--- src/rtl/cca_pkg.sv ---
package cca_pkg;

  localparam int DATA_W     = 64;
  localparam int IMM_W      = 32;
  localparam int NUM_FLAGS  = 6;
  localparam int NUM_WIDTHS = 4;

  // flag bit positions in flagsIn / flagsOut / flagWe
  localparam int FL_CARRY = 0;
  localparam int FL_PAR   = 1;
  localparam int FL_AUX   = 2;
  localparam int FL_ZERO  = 3;
  localparam int FL_SIGN  = 4;
  localparam int FL_OVF   = 5;

  typedef enum logic [1:0] {
    OP_ADD       = 2'd0,
    OP_ADDC      = 2'd1,
    OP_CHAIN     = 2'd2,
    OP_RESERVED  = 2'd3
  } opKind_e;

  typedef enum logic [1:0] {
    WID_8  = 2'd0,
    WID_16 = 2'd1,
    WID_32 = 2'd2,
    WID_64 = 2'd3
  } widthKind_e;

  // strobes from control to datapath
  typedef struct packed {
    logic       accept;       // legal operation
    logic       addCarryIn;   // include incoming carry in the sum
    logic       writeCarry;   // carry flag is written
    logic       writeOthers;  // the other five flags are written
    logic [1:0] widthIdx;     // lane selector
  } ctrlStrobe_t;

endpackage

--- src/rtl/cca_ctrl.sv ---
module cca_ctrl
  import cca_pkg::*;
(
  input  logic [1:0]  opSel,
  input  logic [1:0]  widthSel,
  output ctrlStrobe_t strobe
);

  logic isReserved;
  logic isChain;
  logic isNarrow;
  logic legal;

  always_comb begin
    isReserved = (opSel == OP_RESERVED);
    isChain    = (opSel == OP_CHAIN);
    isNarrow   = (widthSel == WID_8) || (widthSel == WID_16);
    // the chain step exists only at 32 and 64 bits
    legal      = !isReserved && !(isChain && isNarrow);

    strobe.accept      = legal;
    strobe.addCarryIn  = legal && (opSel != OP_ADD);
    strobe.writeCarry  = legal;
    strobe.writeOthers = legal && !isChain;
    strobe.widthIdx    = widthSel;
  end

endmodule

--- src/rtl/cca_datapath.sv ---
module cca_datapath
  import cca_pkg::*;
#(
  parameter int DATA_W     = cca_pkg::DATA_W,
  parameter int IMM_W      = cca_pkg::IMM_W,
  parameter int NUM_FLAGS  = cca_pkg::NUM_FLAGS,
  parameter int NUM_WIDTHS = cca_pkg::NUM_WIDTHS
)(
  input  logic                 clk,
  input  logic                 rstN,
  input  logic                 inValid,
  input  ctrlStrobe_t          strobe,
  input  logic [DATA_W-1:0]    dstVal,
  input  logic [DATA_W-1:0]    srcVal,
  input  logic                 immSel,
  input  logic                 immWide,
  input  logic [IMM_W-1:0]     immVal,
  input  logic [NUM_FLAGS-1:0] flagsIn,
  output logic                 outValid,
  output logic [DATA_W-1:0]    resultOut,
  output logic [NUM_FLAGS-1:0] flagsOut,
  output logic [NUM_FLAGS-1:0] flagWe
);

  localparam int SUM_W   = DATA_W + 1;
  localparam int SHORT_W = 8;

  // per-lane masks and top-bit taps
  logic [DATA_W-1:0]     laneMask [NUM_WIDTHS];
  logic [NUM_WIDTHS-1:0] carryAt;
  logic [NUM_WIDTHS-1:0] signA;
  logic [NUM_WIDTHS-1:0] signB;
  logic [NUM_WIDTHS-1:0] signR;

  logic [DATA_W-1:0] immShort;
  logic [DATA_W-1:0] immLong;
  logic [DATA_W-1:0] addendB;
  logic [DATA_W-1:0] opA;
  logic [DATA_W-1:0] opB;
  logic [DATA_W-1:0] activeMask;
  logic              carryIn;
  logic [SUM_W-1:0]  sumFull;
  logic [DATA_W-1:0] sumMasked;

  logic [NUM_FLAGS-1:0] freshFlags;
  logic [NUM_FLAGS-1:0] writeMask;
  logic [NUM_FLAGS-1:0] mergedFlags;

  // immediate widening
  assign immShort = {{(DATA_W-SHORT_W){immVal[SHORT_W-1]}}, immVal[SHORT_W-1:0]};
  assign immLong  = {{(DATA_W-IMM_W){immVal[IMM_W-1]}}, immVal};
  assign addendB  = immSel ? (immWide ? immLong : immShort) : srcVal;

  assign activeMask = laneMask[strobe.widthIdx];
  assign opA        = dstVal  & activeMask;
  assign opB        = addendB & activeMask;
  assign carryIn    = strobe.addCarryIn & flagsIn[FL_CARRY];
  assign sumFull    = {1'b0, opA} + {1'b0, opB} + SUM_W'(carryIn);
  assign sumMasked  = sumFull[DATA_W-1:0] & activeMask;

  for (genvar gi = 0; gi < NUM_WIDTHS; gi++) begin : g_lane
    localparam int LANE = SHORT_W << gi;
    if (LANE >= DATA_W) begin : g_full
      assign laneMask[gi] = '1;
    end else begin : g_part
      assign laneMask[gi] = {{(DATA_W-LANE){1'b0}}, {LANE{1'b1}}};
    end
    assign carryAt[gi] = sumFull[LANE];
    assign signA[gi]   = opA[LANE-1];
    assign signB[gi]   = opB[LANE-1];
    assign signR[gi]   = sumFull[LANE-1];
  end

  always_comb begin
    freshFlags           = '0;
    freshFlags[FL_CARRY] = carryAt[strobe.widthIdx];
    freshFlags[FL_PAR]   = ~^sumMasked[SHORT_W-1:0];
    freshFlags[FL_AUX]   = opA[4] ^ opB[4] ^ sumFull[4];
    freshFlags[FL_ZERO]  = (sumMasked == '0);
    freshFlags[FL_SIGN]  = signR[strobe.widthIdx];
    freshFlags[FL_OVF]   = (signA[strobe.widthIdx] == signB[strobe.widthIdx]) &&
                           (signR[strobe.widthIdx] != signA[strobe.widthIdx]);

    writeMask           = {NUM_FLAGS{strobe.writeOthers}};
    writeMask[FL_CARRY] = strobe.writeCarry;

    mergedFlags = (freshFlags & writeMask) | (flagsIn & ~writeMask);
  end

  always_ff @(posedge clk) begin
    if (!rstN) begin
      outValid  <= 1'b0;
      resultOut <= '0;
      flagsOut  <= '0;
      flagWe    <= '0;
    end else begin
      outValid <= inValid;
      if (inValid) begin
        resultOut <= strobe.accept ? sumMasked : '0;
        flagsOut  <= mergedFlags;
        flagWe    <= writeMask;
      end else begin
        flagWe <= '0;
      end
    end
  end

endmodule

--- src/rtl/carry_chain_adder.sv ---
module carry_chain_adder
  import cca_pkg::*;
#(
  parameter int DATA_W    = cca_pkg::DATA_W,
  parameter int IMM_W     = cca_pkg::IMM_W,
  parameter int NUM_FLAGS = cca_pkg::NUM_FLAGS
)(
  input  logic                 clk,
  input  logic                 rstN,
  input  logic                 inValid,
  input  logic [1:0]           opSel,
  input  logic [1:0]           widthSel,
  input  logic [DATA_W-1:0]    dstVal,
  input  logic [DATA_W-1:0]    srcVal,
  input  logic                 immSel,
  input  logic                 immWide,
  input  logic [IMM_W-1:0]     immVal,
  input  logic [NUM_FLAGS-1:0] flagsIn,
  output logic                 outValid,
  output logic [DATA_W-1:0]    resultOut,
  output logic [NUM_FLAGS-1:0] flagsOut,
  output logic [NUM_FLAGS-1:0] flagWe
);

  ctrlStrobe_t strobe;

  cca_ctrl u_ctrl (
    .opSel    (opSel),
    .widthSel (widthSel),
    .strobe   (strobe)
  );

  cca_datapath #(
    .DATA_W    (DATA_W),
    .IMM_W     (IMM_W),
    .NUM_FLAGS (NUM_FLAGS)
  ) u_dp (
    .clk       (clk),
    .rstN      (rstN),
    .inValid   (inValid),
    .strobe    (strobe),
    .dstVal    (dstVal),
    .srcVal    (srcVal),
    .immSel    (immSel),
    .immWide   (immWide),
    .immVal    (immVal),
    .flagsIn   (flagsIn),
    .outValid  (outValid),
    .resultOut (resultOut),
    .flagsOut  (flagsOut),
    .flagWe    (flagWe)
  );

endmodule

--- config.mk ---
export PLATFORM = sky130hd
export DESIGN_NAME = carry_chain_adder
export DESIGN_NICKNAME = d
export VERILOG_FILES = /design/src/rtl/cca_pkg.sv /design/src/rtl/cca_ctrl.sv /design/src/rtl/cca_datapath.sv /design/src/rtl/carry_chain_adder.sv
export SDC_FILE = /design/constraint.sdc
export NUM_CORES = 1
export LEC_CHECK = 0
export BUFFER_PORTS_ARGS = -buffer_cell sky130_fd_sc_hd__buf_2
export CAP_MARGIN = 15
export CELL_PAD_IN_SITES_DETAIL_PLACEMENT = 0
export CELL_PAD_IN_SITES_GLOBAL_PLACEMENT = 1
export CORE_MARGIN = 10
export CORE_UTILIZATION = 38
export CTS_BUF_LIST = sky130_fd_sc_hd__clkbuf_16
export CTS_CLUSTER_DIAMETER = 120
export CTS_CLUSTER_SIZE = 14
export DETAILED_ROUTE_END_ITERATION = 12
export PLACE_DENSITY = 0.89
export SYNTH_ARGS = -nofsm -noshare
export SYNTH_HDL_FRONTEND = slang
export SYNTH_SLANG_ARGS = --single-unit
--- constraint.sdc ---
create_clock -name clk -period 6.7 [get_ports clk]
set_clock_uncertainty 0.1 [all_clocks]
set_input_delay 1.34 -clock clk [delete_from_list [all_inputs] [get_ports clk]]
set_output_delay 1.34 -clock clk [all_outputs]
set_load 0.01 [all_outputs]
==> qor.csv <==
metric,value,unit
drive_above_1_share,23.68,%
first_pass_iters,6,
die_x,171.6,um
vias,10030,
critical_path.endpoint_type,flop,
routed_wl,35.23,mm
die_y,171.6,um
grt_overflow,0,
drt_iter0_markers,817,
start_util,38.55,%
p_total,1.695,mW
synthSimpleGateAreaFrac,23.58,%
peakVddDrop,140.3,uV
rsz0062_at_grt,false,
crit_fanout,18,
hold_viol,0,
syn2layout_area_growth,18.89,%
antenna_found_initial,2,
pre_cts_ws,0.6393,ns
synth_top_area_share,16.74,%
critPathBufInv,1,
period_minus_slack,5.793,ns
synth_cells,1192,
clk_path_buf_depth,2,
muxShareOfSynthArea,2.337,%
yosysMostFrequentCell,a21oi_1,
grt_max_degree,67,
hold_path_end,u_dp.resultOut[1],
io_pins,252,
yosysSeqAreaShare,16.74,%
grt_use_total,22.83,%
core-area,0.02264,sq mm
worstPathCellList,"buf_2, mux2_2, fa_1, fa_1, a211oi_2, o21ai_0, xnor2_1, ha_1, and4_1, o2111ai_1, nor3_1, a211oi_1, a2111oi_2, o2111ai_1, nor4_1, nand4_1, a2111o_1, o21ai_1",
finalCritPeriodShare,86.47,%
vias_per_cell,6.003,
synthArstFlopShare,0,%
slew_violations,0,
grt_pass1_vias,9680,
ys_ff_latch,73,
synth-compound-area-share,36.07,%
fin_tns_setup,0,ns
leakagePower,4.773,nW
synth_area_leaders,"dfxtp_1 17%, ha_1 9.6%, a21oi_1 9.6%",
cts_sinks,73,
worst_ep_required_time,6.89,ns
ff2ff_setup_slack,4.18,ns
cts_hold_buf,0,
gp_congestion,0.9952,
synth.distinct_cells,88,
synth-adder-area-share,10.06,%
arrival,5.98,ns
status,completed,
worstMarginPinSlew,1.135,ns
dieArea,0.02943,sq mm
cts_root_buf,clkbuf_16,
synth_top_family_by_area,compound AO/OA/AOI/OAI gates,
syn-cell-area,0.008728,sq mm
crit_path_top_delay_cell,fa_1,
cts_max_level,3,
post_cts_resized,0,
synth_edf_count,0,
p_per_area,163.3,mW/mm^2
portBuffers,251,
reg2regPathDepth,9,
cp_slowest_stage_delay,0.45,ns
rr_endpoint,u_dp.flagsOut[3],
critPathKind,in2reg,
hold_class,reg2reg,
fin_nets,1624,
cpLargestDelayFamily,compound AO/OA/AOI/OAI gates,
synth_common_cells,"167 x a21oi_1, 110 x nand2_1, 84 x o21ai_0",
max_freq,172.6,MHz
cts_tree,built,
remaining_drc_errors,0,
setup_viol,0,
cts_setup_buffers,0,
r2r-start,u_dp.flagsOut[3],
synth_ff_type,dfxtp_1,
synth_nets,1436,
ant_nets,0,
n_fill_cell,2329,
worst_slack,0.9066,ns
startpoint_type,input port,
insertion_delay,0.35,ns
hpwl,28.76,mm
yosysTopAreaCell,dfxtp_1,
min_from,u_dp.resultOut[1],
rows,55,
relSlewSlack,24.26,%
synthXorXnorAreaFrac,5.419,%
whs_path_depth,2,
cts_buffers,9,
grt_pass1_wl,53.55,mm
path_clk_slew,0.06,ns
syn-mean-instance-area,7.322,sq um
wl_per_cell,21.08,um
maxCapViolations,0,
synth_warnings,0,
## cell type report
class | instances | area, sq um | share of cell area [%]
sequential | 73 | 1461 | 14.08
clock buffer | 9 | 225.2 | 2.170
inverter | 21 | 78.83 | 0.7596
tap | 285 | 356.6 | 3.436
multi-input combinational | 1008 | 6775 | 65.29
antenna | 1 | 2.502 | 0.02411
timing repair buffer | 267 | 1376 | 13.26
clock inverter | 7 | 101.3 | 0.9766
## cell usage in the layout (no fill, tap or decap), drive strengths merged, types with 8 or more instances in the layout
master / Yosys / final
a211oi: 10 / 10
a21o: 29 / 29
a21oi: 169 / 169
a22o: 40 / 40
a31oi: 8 / 8
and2: 35 / 35
and3: 39 / 39
buf: 33 / 267
clkbuf: 57 / 9
dfxtp: 73 / 73
ha: 67 / 67
inv: 20 / 22
mux2: 9 / 9
mux2i: 8 / 8
nand2: 111 / 111
nand2b: 45 / 45
nand3: 14 / 14
nand4: 22 / 22
nor2: 62 / 62
nor2b: 8 / 8
nor3: 21 / 21
o211ai: 16 / 16
o21a: 18 / 18
o21ai: 95 / 95
o21bai: 8 / 8
o31ai: 14 / 14
xnor2: 37 / 37
xor2: 17 / 17
## cells by family after synthesis
group / after synthesis
fa+ha+maj: 69
mux: 18
simple gates: 393
flops: 73
compound gates: 474
xor+xnor: 54
buf+inv: 111
## through the flow
step	instance area [sq um]	hold slack, ns	std cells	util (%)
2_1_floorplan	8728	0.3783	1192	-
3_3_place_gp	10050	0.3309	1654	44.38
3_5_place_dp	10050	0.3371	1654	44.38
4_1_cts	10380	0.3515	1670	45.82
5_1_grt	10380	0.3601	1671	45.84
6_report	10380	0.3493	1671	45.84
## flip-flops by register name, summed over array words and instances (netlist names)
| register | count |
|---|---|
| u_dp.flagsOut | 6 |
| u_dp.outValid | 1 |
| u_dp.resultOut | 64 |
| u_dp.flagWe | 2 |
## tightest hold or removal path, delay by kind of cell (launching register included)
kind	cells	cell delay [ns]
AND/OR/NAND/NOR	1	0.04
flip-flops	1	0.32
AO/OA/AOI/OAI	1	0.05
## routing by layer
layer | wire length (um) | GRT usage [%] | up-vias
li1 | - | - | 4825
met1 | 15300 | 29.52 | 4753
met2 | 16220 | 37.50 | 396
met3 | 2893 | 4.561 | 55
met4 | 801 | 6.503 | 2
met5 | 10 | 0 | -
## power breakdown
group	internal, mW	switching [mW]
registers	0.453	0.0110
logic	0.260	0.412
clock network	0.330	0.229
total	1.04	0.652
## how the worst max path moves through the flow
stage | startpoint | end | slack, ns | cells past startpoint
after global placement | immSel | u_dp.flagsOut[3] | 0.71 | 18
after floorplan | immSel | u_dp.flagsOut[3] | 0.74 | 17
after CTS | immSel | u_dp.flagsOut[3] | 0.95 | 18
final | immSel | u_dp.flagsOut[3] | 0.91 | 18
after global routing | immSel | u_dp.flagsOut[3] | 0.50 | 18
after detailed placement | immSel | u_dp.flagsOut[3] | 0.64 | 18
No activity file was read; power rests on OpenSTA's default activity.
